==> src/rtl/sig_seq_pkg.sv <==
package sig_seq_pkg;
  localparam int OP_W = 3;
  localparam int NPTR = 5;

  localparam logic [OP_W-1:0] OPC_SEND   = 3'd0;
  localparam logic [OP_W-1:0] OPC_RECV   = 3'd1;
  localparam logic [OP_W-1:0] OPC_SEND_L = 3'd2;
  localparam logic [OP_W-1:0] OPC_RECV_L = 3'd3;

  typedef enum logic [2:0] {
    SEL_LO = 3'd0, SEL_HI = 3'd1, SEL_P1 = 3'd2, SEL_P2 = 3'd3, SEL_P3 = 3'd4
  } sel_e;

  // word offset inside a signal's 8-word property record, per pointer
  function automatic logic [2:0] ptr_offset(input int idx);
    return (idx < 2) ? 3'(idx + 2) : 3'(idx + 3);
  endfunction
endpackage

==> src/rtl/sig_seq_timer.sv <==
module sig_seq_timer #(
  parameter int NSTEP = 12,
  localparam int SW = $clog2(NSTEP)
) (
  input  logic          clk,
  input  logic          rst_n,
  input  logic          start,
  output logic          busy,
  output logic [SW-1:0] step
);
  localparam logic [SW-1:0] LAST = SW'(NSTEP - 1);

  always_ff @(posedge clk or negedge rst_n) begin
    if (!rst_n) begin
      busy <= 1'b0;
      step <= '0;
    end else if (!busy) begin
      if (start) begin
        busy <= 1'b1;
        step <= '0;
      end
    end else if (step == LAST) begin
      busy <= 1'b0;
      step <= '0;
    end else begin
      step <= step + 1'b1;
    end
  end

  a_r1_accept: assert property (@(posedge clk) disable iff (!rst_n)
    (start && !busy) |=> (busy && step == '0));
  a_r1_advance: assert property (@(posedge clk) disable iff (!rst_n)
    (busy && step != LAST) |=> (busy && step == $past(step) + 1'b1));
  a_r1_retire: assert property (@(posedge clk) disable iff (!rst_n)
    (busy && step == LAST) |=> !busy);
  a_r2_start_ignored: assert property (@(posedge clk) disable iff (!rst_n)
    (busy && start && step != LAST) |=> (busy && step != '0));
endmodule

==> src/rtl/sig_seq_addr.sv <==
module sig_seq_addr
  import sig_seq_pkg::*;
#(
  parameter int ID_W = 4,
  localparam int RA_W = ID_W + 3
) (
  input  logic            clk,
  input  logic            rst_n,
  input  logic [ID_W-1:0] sig_id,
  input  logic [NPTR-1:0] ld,
  input  logic            sel_ld,
  input  sel_e            sel_nxt,
  output sel_e            sel,
  output logic [RA_W-1:0] rom_addr
);
  logic [NPTR-1:0][RA_W-1:0] ptr;

  always_ff @(posedge clk or negedge rst_n) begin
    if (!rst_n) begin
      ptr <= '0;
      sel <= SEL_LO;
    end else begin
      for (int i = 0; i < NPTR; i++)
        if (ld[i]) ptr[i] <= {sig_id, ptr_offset(i)};
      if (sel_ld) sel <= sel_nxt;
    end
  end

  assign rom_addr = ptr[sel];

  a_r4_single_load: assert property (@(posedge clk) disable iff (!rst_n)
    $onehot0(ld));
  a_r4_load_order: assert property (@(posedge clk) disable iff (!rst_n)
    ld[1] |-> $past(ld[0]));
endmodule

==> src/rtl/sig_seq_ctrl.sv <==
module sig_seq_ctrl
  import sig_seq_pkg::*;
#(
  parameter int ID_W  = 4,
  parameter int VAL_W = 8,
  parameter int PC_W  = 8,
  parameter int RD_W  = 16,
  parameter int PA_W  = 8,
  parameter int WIN_W = 64,
  localparam int IW    = OP_W + ID_W + VAL_W,
  localparam int RA_W  = ID_W + 3,
  localparam int NSTEP = 12,
  localparam int SW    = $clog2(NSTEP)
) (
  input  logic             clk,
  input  logic             rst_n,
  input  logic             start,
  output logic             imem_rd,
  output logic [PC_W-1:0]  imem_addr,
  input  logic [IW-1:0]    imem_data,
  output logic             rom_rd,
  output logic [RA_W-1:0]  rom_addr,
  input  logic [RD_W-1:0]  rom_data,
  output logic [2:0]       addr_sel,
  output logic [NPTR-1:0]  addr_ld,
  output logic             pdu_rd,
  output logic [PA_W-1:0]  pdu_addr,
  input  logic [WIN_W-1:0] pdu_rdata,
  output logic             pdu_wr,
  output logic [WIN_W-1:0] pdu_wdata,
  output logic [RD_W-1:0]  place_props,
  output logic             obuf_wr,
  output logic [WIN_W-1:0] obuf_data,
  output logic             obuf_ext_wr,
  output logic [RD_W-1:0]  obuf_pdu_id,
  output logic [RD_W-1:0]  obuf_pos,
  output logic [RD_W-1:0]  obuf_len,
  output logic             done,
  output logic             err
);
  // pass-through stand-in for the placement datapath
  function automatic logic [WIN_W-1:0] merge_window(
      input logic [WIN_W-1:0] win, input logic [VAL_W-1:0] val, input logic snd);
    if (snd) return {win[WIN_W-1:VAL_W], val};
    return {{(WIN_W-VAL_W){1'b0}}, win[VAL_W-1:0]};
  endfunction

  logic          busy;
  logic [SW-1:0] step;
  logic [NSTEP-1:0] st;   // one-hot cycle markers

  sig_seq_timer #(.NSTEP(NSTEP)) u_timer (
    .clk(clk), .rst_n(rst_n), .start(start), .busy(busy), .step(step));

  for (genvar k = 0; k < NSTEP; k++) begin : g_st
    assign st[k] = busy && (step == SW'(k));
  end

  logic [IW-1:0]    ir_q;
  logic [PC_W-1:0]  pc_q;
  logic [OP_W-1:0]  op;
  logic [ID_W-1:0]  id;
  logic [VAL_W-1:0] val;
  logic op_long, op_send, op_ok;

  assign op      = ir_q[IW-1 -: OP_W];
  assign id      = ir_q[VAL_W +: ID_W];
  assign val     = ir_q[VAL_W-1:0];
  assign op_long = (op == OPC_SEND_L) || (op == OPC_RECV_L);
  assign op_send = (op == OPC_SEND) || (op == OPC_SEND_L);
  assign op_ok   = op_long || op_send || (op == OPC_RECV);

  // address registers and select steering
  logic sel_ld;
  sel_e sel_nxt, sel;

  assign addr_ld = {st[5] & op_long, st[4] & op_long, st[3] & op_long, st[2], st[1]};
  assign sel_ld  = st[3] | st[4] | (op_long & (st[5] | st[6] | st[7]));

  always_comb begin
    sel_nxt = SEL_LO;
    if (st[4]) sel_nxt = SEL_HI;
    if (st[5]) sel_nxt = SEL_P1;
    if (st[6]) sel_nxt = SEL_P2;
    if (st[7]) sel_nxt = SEL_P3;
  end

  sig_seq_addr #(.ID_W(ID_W)) u_addr (
    .clk(clk), .rst_n(rst_n), .sig_id(id), .ld(addr_ld),
    .sel_ld(sel_ld), .sel_nxt(sel_nxt), .sel(sel), .rom_addr(rom_addr));

  assign addr_sel = sel;
  assign rom_rd   = st[4] | st[5] | (op_long & (st[6] | st[7] | st[8]));

  // data registers
  logic [PA_W-1:0]  win_q;
  logic [WIN_W-1:0] orig_q, shad_q, fin_q;

  always_ff @(posedge clk or negedge rst_n) begin
    if (!rst_n) begin
      ir_q <= '0; pc_q <= '0; win_q <= '0; place_props <= '0;
      orig_q <= '0; shad_q <= '0; fin_q <= '0;
      obuf_pdu_id <= '0; obuf_pos <= '0; obuf_len <= '0;
    end else begin
      if (st[0]) begin
        ir_q <= imem_data;
        pc_q <= pc_q + 1'b1;
      end
      if (st[4]) win_q <= rom_data[PA_W-1:0];
      if (st[5]) place_props <= rom_data;
      if (st[6]) orig_q <= pdu_rdata;
      if (st[6] && op_long) obuf_pdu_id <= rom_data;
      if (st[7] && op_long) obuf_pos <= rom_data;
      if (st[8] && op_long) obuf_len <= rom_data;
      if (st[7]) shad_q <= orig_q;
      if (st[8]) shad_q <= merge_window(shad_q, val, op_send);
      if (st[9]) fin_q <= shad_q;
    end
  end

  assign imem_rd     = st[0];
  assign imem_addr   = pc_q;
  assign pdu_rd      = st[6];
  assign pdu_addr    = win_q;
  assign pdu_wr      = st[10] & op_send;
  assign pdu_wdata   = fin_q;
  assign obuf_wr     = st[10] & op_ok;
  assign obuf_data   = fin_q;
  assign obuf_ext_wr = st[10] & op_long;
  assign done        = st[11];
  assign err         = st[11] & ~op_ok;

  a_r1_done_after_fetch: assert property (@(posedge clk) disable iff (!rst_n)
    done |-> $past(imem_rd, 11));
  a_r5_low_word: assert property (@(posedge clk) disable iff (!rst_n)
    (rom_rd && addr_sel == 3'd0) |-> (rom_addr == {id, 3'd2}));
  a_r5_high_word: assert property (@(posedge clk) disable iff (!rst_n)
    (rom_rd && addr_sel == 3'd1) |-> (rom_addr == {id, 3'd3}));
  a_r6_pdu_after_rom: assert property (@(posedge clk) disable iff (!rst_n)
    pdu_rd |-> ($past(rom_rd) && $past(rom_rd, 2)));
  a_r7_writeback_addr: assert property (@(posedge clk) disable iff (!rst_n)
    pdu_wr |-> ($past(pdu_rd, 4) && pdu_addr == $past(pdu_addr, 4)));
  a_r9_ext_reads: assert property (@(posedge clk) disable iff (!rst_n)
    obuf_ext_wr |-> ($past(rom_rd, 2) && $past(rom_rd, 3) && $past(rom_rd, 4)));
  a_r10_bad_quiet: assert property (@(posedge clk) disable iff (!rst_n)
    err |-> (done && !$past(obuf_wr) && !$past(pdu_wr)));
endmodule

==> config.mk <==
export PLATFORM = sky130hd
export DESIGN_NAME = sig_seq_ctrl
export DESIGN_NICKNAME = d
export VERILOG_FILES = /design/src/rtl/sig_seq_pkg.sv /design/src/rtl/sig_seq_timer.sv /design/src/rtl/sig_seq_addr.sv /design/src/rtl/sig_seq_ctrl.sv
export SDC_FILE = /design/constraint.sdc
export NUM_CORES = 1
export LEC_CHECK = 0
export BUFFER_PORTS_ARGS = -buffer_cell sky130_fd_sc_hd__buf_2
export CAP_MARGIN = 10
export CORE_MARGIN = 5
export CORE_UTILIZATION = 57
export CTS_CLUSTER_SIZE = 30
export DETAILED_ROUTE_END_ITERATION = 10
export PLACE_DENSITY = 0.85
export SLEW_MARGIN = 20
export SYNTH_ARGS = -nofsm -noshare
export SYNTH_HDL_FRONTEND = slang
export SYNTH_SLANG_ARGS = --single-unit
==> constraint.sdc <==
create_clock -name clk -period 4.5 [get_ports clk]
set_input_delay 0.9 -clock clk [delete_from_list [all_inputs] [get_ports clk]]
set_output_delay 0.9 -clock clk [all_outputs]
set_load 0.01 [all_outputs]
==> results of run 1 <==
## synth_stat cells, drive strengths merged (2+ instances only)
cell type	instances
nand4	2
nand2b	6
nor2	11
o21ai	60
inv	8
o31ai	2
and3	2
nand2	325
nor2b	3
nor3	4
ha	5
dfrtp	320
o32ai	2
nand3	12
mux2	173
a21o	9
or2	4
or4	2
and2	3
clkbuf	23
buf	101
nand4b	2
xnor2	6
a21oi	3
mux4	4
and2b	2
a22o	9
o2bb2ai	2
## power by group through the flow
stage / clock, W / combinational (W) / sequential [W]
final: 0.00278 / 0.00405 / 0.00521
after global routing: 0.00296 / 0.00446 / 0.00538
after global placement: 0 / 0.00393 / 0.00515
after CTS: 0.00283 / 0.00411 / 0.00520
after detailed placement: 0 / 0.00407 / 0.00523
after floorplan: 0 / 0.00259 / 0.00526
## per-layer routing
metal	vias to the layer above	share of wire	GRT usage	routed length, um
li1	4164	-	-	-
met3	83	0.069	0.0464	2170
met4	4	0.034	0.0857	1070
met5	-	0.00096	0	30
met1	4610	0.39	0.304	12300
met2	373	0.50	0.408	15700
## per-stage QoR
stage	std cells	util	hold WS [ps]	instance area (um^2)
4_1_cts	1685	0.692	473	15700
5_1_grt	1687	0.692	484	15700
3_5_place_dp	1623	0.642	451	14600
6_report	1687	0.692	455	15700
2_1_floorplan	1119	-	426	13200
3_3_place_gp	1623	0.642	444	14600
## registers in the layout, indices dropped and copies added (netlist names)
register / count
place_props: 16
shad_q: 64
obuf_len: 16
obuf_pos: 16
u_timer.step: 4
u_timer.busy: 1
u_addr.ptr: 25
ir_q: 15
obuf_data: 64
u_addr.sel: 3
orig_q: 64
imem_addr: 8
obuf_pdu_id: 16
pdu_addr: 8
## cells in the final DEF (no fill, tap or decap), types with 8 or more instances in the layout
cell and count:
mux2_1 89, clkbuf_16 35, nand2_1 324, nor2_1 8, buf_2 327, clkbuf_1 8, dfrtp_1 320, mux2_2 67
a21o_1 9, o21ai_0 59, nand3_1 10, a22o_1 9, buf_4 14, mux2_4 17
## critical path, cell delays in order (launching register included)
cell     delay, ps
dfrtp_1        600
and2b_1        280
nand3_2        480
nor2_2         460
buf_2          200
## path summary, 6_finish.rpt
check | from | to | slack, ps | depth (start not counted)
setup reg to reg | u_timer.busy | shad_q[3] | 2030 | 5
hold / removal | rst_n | place_props[14] | 460 | 1
min in group clk | shad_q[6] | shad_q[6] | 470 | 1
hold reg to reg | shad_q[6] | shad_q[6] | 470 | 1
setup / recovery | u_timer.step[2] | addr_ld[4] | 1070 | 4
max in group asynchronous | rst_n | ir_q[10] | 2930 | 2
## cell type report
| class | count | area [um^2] |
|---|---|---|
| Antenna cell | 2 | 5.00 |
| Clock buffer | 50 | 1000 |
| Clock inverter | 12 | 128 |
| Fill cell | 1605 | 7000 |
| Inverter | 8 | 30.0 |
| Multi-Input combinational cell | 667 | 4410 |
| Sequential cell | 320 | 8010 |
| Tap cell | 285 | 357 |
| Timing Repair Buffer | 343 | 1780 |
## cell families (layout without fill, tap and decap cells)
group	count (synthesis)	count (layout)
DFF	320	320
adders and majority gates	5	5
and+or+nand+nor	385	385
muxes	177	177
xor gates and xnor gates	7	7
other	0	2
AOI/OAI and AO/OA	93	93
buffers and inverters	132	413
==> results.py, run 1 <==
metrics = {
    "status": {
        "outcome": "finished clean",
    },
    "clock_tree": {
        "cts_max_path_buffers": 3,
        "hold_buffers": 0,
        "cts_sinks": 320,
        "ctsRootBufferMaster": "clkbuf_16",
        "cts_resized": 0,
        "cts_made_buffers": 35,
        "clk_pin_slew_worst_paths_ps": 60,
        "cts_tree": "done",
        "cts_setup_buffers": 0,
        "insertion_delay_ps": 510,
        "htree_levels": 2,
    },
    "sta": {
        "rsz0062_at_grt": "no",
        "finalSetupViolCount": 0,
        "hold_violations": 0,
        "worst_pin_slew_ps": 994,
        "worst_clock_skew_ps": 13.7,
        "timing.fmax_mhz": 291,
        "fin_setup_tns_ps": 0,
        "drv_slew": 0,
        "finalCritPeriodShare": 0.763,
        "min_period_ps": 3430,
        "max-slew-margin-rel": 0.337,
        "fin_ws_ps": 1070,
    },
    "power": {
        "clkPwrFrac": 0.231,
        "fin_total_pwr_w": 0.0120,
        "leakage_nw": 8.13,
        "power.share.sequential": 0.432,
        "p_int_w": 0.00782,
        "pwr_density_cell_nw_per_um2": 766,
        "pwr-share-comb": 0.337,
        "switching_share": 0.351,
        "ir_worst_vdd_mv": 0.601,
        "switchingPower_w": 0.00423,
    },
    "synth": {
        "synth_fa_ha_area_frac": 0.00474,
        "synthesis.nets": 1222,
        "synthMuxAreaShare": 0.159,
        "netlist_area_um2": 13200,
        "async_flop_share": 1.00,
        "synth-seq-area-share": 0.607,
        "synth.largest_area_cell": "dfrtp_1",
        "synth_top_area_frac": 0.607,
        "ys.flop_type": "dfrtp_1",
        "synth-xor-area-share": 0.00465,
        "synth_edf_count": 0,
        "synth-seq-cells": 320,
        "synth-compound-area-share": 0.0423,
        "synth_top_family_by_area": "multiplexers",
        "syn_inst": 1119,
        "postSynthAreaPerCell_um2": 11.8,
        "synth_cell_types": 53,
        "synthSimpleGateAreaFrac": 0.122,
        "synth_top_cells_by_area": "dfrtp_1, nand2_1, mux2_1",
        "ys_warn_count": 0,
    },
    "place": {
        "hpwl_um": 20800,
        "gp_congestion": 0.833,
        "numPortBuffers": 328,
        "post-place-ws_ps": 1660,
    },
    "critical_path": {
        "crit_fanout": 18,
        "end_kind": "output port",
        "start_kind": "flop",
        "cp.arrival_ps": 2530,
        "crit_type": "flop to output port",
        "crit_required_ps": 3600,
    },
    "routing": {
        "drtIter0Drc": 765,
        "wl_um": 31300,
        "drt_pass1_iterations": 5,
        "ant_nets": 0,
        "routed_via_density": 5.47,
        "routedWlPerCell_um": 18.5,
        "vias": 9234,
        "drc": 0,
    },
    "global_route": {
        "grt_max_degree": 128,
        "grtUsageTotal": 0.238,
        "grt_pass1_wl_um": 50600,
        "antenna_found_initial": 4,
        "overflow": 0,
        "grt_pass1_vias": 9670,
    },
    "floorplanning": {
        "core_area_um2": 22700,
        "die-width_um": 162,
        "fp.dieH_um": 162,
        "die-area_um2": 26300,
        "fp-row-count": 55,
        "pin_count": 329,
        "initial_core_util": 0.581,
    },
    "job": {
        "max_cap_viol_count": 0,
    },
    "final_layout": {
        "drive_gt1_frac": 0.356,
        "layout.nets": 1478,
        "area_growth_pct": 19.1,
    },
    "min_path": {
        "hold_class": "input port to async pin",
    },
}
Note: power is estimated with default switching activity, not from simulation.
==> run 2, diff against run 1 <==
--- a/config.mk
+++ b/config.mk
@@ -5,13 +5,14 @@
 export SDC_FILE = /design/constraint.sdc
 export NUM_CORES = 1
 export LEC_CHECK = 0
+export ABC_AREA = 1
 export BUFFER_PORTS_ARGS = -buffer_cell sky130_fd_sc_hd__buf_2
 export CAP_MARGIN = 10
 export CORE_MARGIN = 5
-export CORE_UTILIZATION = 57
+export CORE_UTILIZATION = 48
 export CTS_CLUSTER_SIZE = 30
 export DETAILED_ROUTE_END_ITERATION = 10
-export PLACE_DENSITY = 0.85
+export PLACE_DENSITY = 0.76
 export SLEW_MARGIN = 20
 export SYNTH_ARGS = -nofsm -noshare
 export SYNTH_HDL_FRONTEND = slang
==> constraint.sdc (replaced) <==
create_clock -name clk -period 3.1 [get_ports clk]
set_input_delay 0.62 -clock clk [delete_from_list [all_inputs] [get_ports clk]]
set_output_delay 0.62 -clock clk [all_outputs]
set_load 0.01 [all_outputs]
==> run 2 against run 1 <==
Compared with the run above:
- sequential cell count unchanged
- worst setup slack worse by 840 ps
- area after synthesis down 2.6%
- non-clock buffer count up 2
- largest power group unchanged
==> results.py, run 2 <==
metrics = {
    "job": {
        "max_cap_viol_count": 0,
    },
    "routing": {
        "routed_via_density": 5.04,
        "wl_um": 31200,
        "routedWlPerCell_um": 15.9,
        "drtIter0Drc": 730,
        "drc": 0,
        "vias": 9894,
        "ant_nets": 0,
        "drt_pass1_iterations": 5,
    },
    "final_layout": {
        "fin_area_um2": 15500,
        "layout_common_cells": "nand2_1, buf_2, dfrtp_1",
        "layout.nets": 1707,
        "drive_gt1_frac": 0.260,
        "antenna_cells": 0,
        "area_growth_pct": 20.3,
        "layout_commonest_cell": "nand2_1",
    },
    "power": {
        "pwr_density_cell_nw_per_um2": 1070,
        "ir_worst_vdd_mv": 0.772,
        "leakage_nw": 8.34,
    },
    "place": {
        "gp_congestion": 0.911,
        "postPlaceCellArea_um2": 14300,
        "numPortBuffers": 328,
        "hpwl_um": 21500,
    },
    "synth": {
        "netlist_area_um2": 12900,
        "synthSimpleGateAreaFrac": 0.137,
        "ys.flop_type": "dfrtp_1",
        "synth_cell_types": 30,
        "synth_fa_ha_area_frac": 0.00487,
        "yosysMostFrequentCell": "nand2_1",
        "synth-seq-cells": 320,
        "ys_warn_count": 0,
        "async_flop_share": 1.00,
        "synth-xor-area-share": 0.00273,
        "synth-seq-area-share": 0.623,
        "postSynthAreaPerCell_um2": 9.55,
        "synth_top_cells_by_area": "dfrtp_1, nand2_1, o21ai_0",
        "synth-compound-area-share": 0.113,
        "synthMuxAreaShare": 0.00701,
        "syn_inst": 1345,
        "synth.largest_area_cell": "dfrtp_1",
        "ys_top_cells_by_count": "nand2_1, dfrtp_1, o21ai_0",
        "synth_edf_count": 0,
        "synthesis.nets": 1448,
        "synth_top_family_by_area": "simple AND/OR/NAND/NOR gates",
        "synth_top_area_frac": 0.623,
    },
    "floorplanning": {
        "initial_core_util": 0.490,
        "core_area_um2": 26200,
        "fp-row-count": 59,
        "die-width_um": 174,
        "die-area_um2": 30100,
        "pin_count": 329,
        "fp.dieH_um": 174,
    },
    "sta": {
        "worst_pin_slew_ps": 983,
        "drv_slew": 0,
        "fin_setup_tns_ps": 0,
        "finalSetupViolCount": 0,
        "hold_violations": 0,
        "finalCritPeriodShare": 0.926,
        "worst_clock_skew_ps": 12.0,
        "min_period_ps": 2870,
        "timing.fmax_mhz": 349,
        "max-slew-margin-rel": 0.342,
        "rsz0062_at_grt": "no",
    },
    "global_route": {
        "grt_use_met3": 0.0532,
        "grtUsageTotal": 0.203,
        "grt_use_met2": 0.332,
        "grt_pass1_wl_um": 51100,
        "overflow": 0,
        "antenna_found_initial": 1,
        "groute.layer.met1.usage": 0.271,
        "grt_max_degree": 110,
        "busiest_layer": "met2",
        "grt_pass1_vias": 9937,
    },
    "clock_tree": {
        "hold_buffers": 0,
        "cts_tree": "done",
        "cts_made_buffers": 34,
        "cts_sinks": 320,
        "cts_max_path_buffers": 3,
        "cts_setup_buffers": 0,
        "insertion_delay_ps": 500,
        "cts_resized": 0,
        "htree_levels": 2,
        "clk_pin_slew_worst_paths_ps": 60,
        "ctsRootBufferMaster": "clkbuf_16",
    },
    "status": {
        "outcome": "finished clean",
    },
    "critical_path": {
        "end_kind": "output port",
        "crit_required_ps": 2480,
        "crit_fanout": 24,
        "start_kind": "flop",
        "cp.arrival_ps": 2250,
        "crit_type": "flop to output port",
    },
    "min_path": {
        "hold_class": "input port to async pin",
    },
}
-- run 2: path summary, 6_finish.rpt --
check	start	endpoint	slack (ps)	cells past startpoint
setup / recovery	u_timer.step[0]	imem_rd	230	7
hold / removal	rst_n	imem_addr[5]	70	1
setup reg to reg	u_timer.step[0]	shad_q[37]	550	8
hold reg to reg	u_addr.ptr[30]	u_addr.ptr[30]	470	1
max in group asynchronous	rst_n	obuf_data[45]	2180	2
min in group clk	imem_data[3]	ir_q[3]	330	3
-- run 2: cell type report --
cell class | instances | area, um^2
Tap cell | 335 | 419
Clock buffer | 52 | 1040
Inverter | 169 | 637
Timing Repair Buffer | 345 | 1840
Fill cell | 2217 | 10700
Clock inverter | 8 | 100
Multi-Input combinational cell | 734 | 3410
Sequential cell | 320 | 8010
-- run 2: worst max-delay path, stage by stage (launching register included) --
cell and delay (ps):
dfrtp_1 420, inv_1 140, ha_1 170, nand2_1 90
inv_1 140, nand2_2 220, inv_2 370, buf_2 210
-- run 2: cells by family (layout without fill, tap and decap cells) --
logic type                 after synthesis  count (layout)
DFF                                    320             320
muxes                                    8               8
AOI/OAI and AO/OA                      275             275
and+or+nand+nor                        442             442
adders and majority gates                5               5
buffers and inverters                  291             574
xor gates and xnor gates                 4               4
-- run 2: layer usage --
layer	vias to the layer above	part of all wire	wire length [um]
li1	4724	-	-
met1	4732	0.42	13200
met2	388	0.48	15000
met3	48	0.077	2420
met4	2	0.020	632
met5	-	0.00045	14
-- run 2: through the flow --
stage	setup slack, ps	std cells	total power [W]	hold slack [ps]	utilization
after floorplan	1140	1345	0.0107	324	-
after global placement	676	1903	0.0124	452	0.546
after detailed placement	572	1903	0.0126	459	0.546
after CTS	213	1963	0.0168	103	0.590
after global routing	21.4	1963	0.0178	126	0.590
final	231	1963	0.0166	71.1	0.590
-- run 2: report_power, final --
part / internal, W / switching (W)
clock network: 0.00249 / 0.00160
registers: 0.00602 / 0.000990
logic: 0.00207 / 0.00345
total: 0.0106 / 0.00604
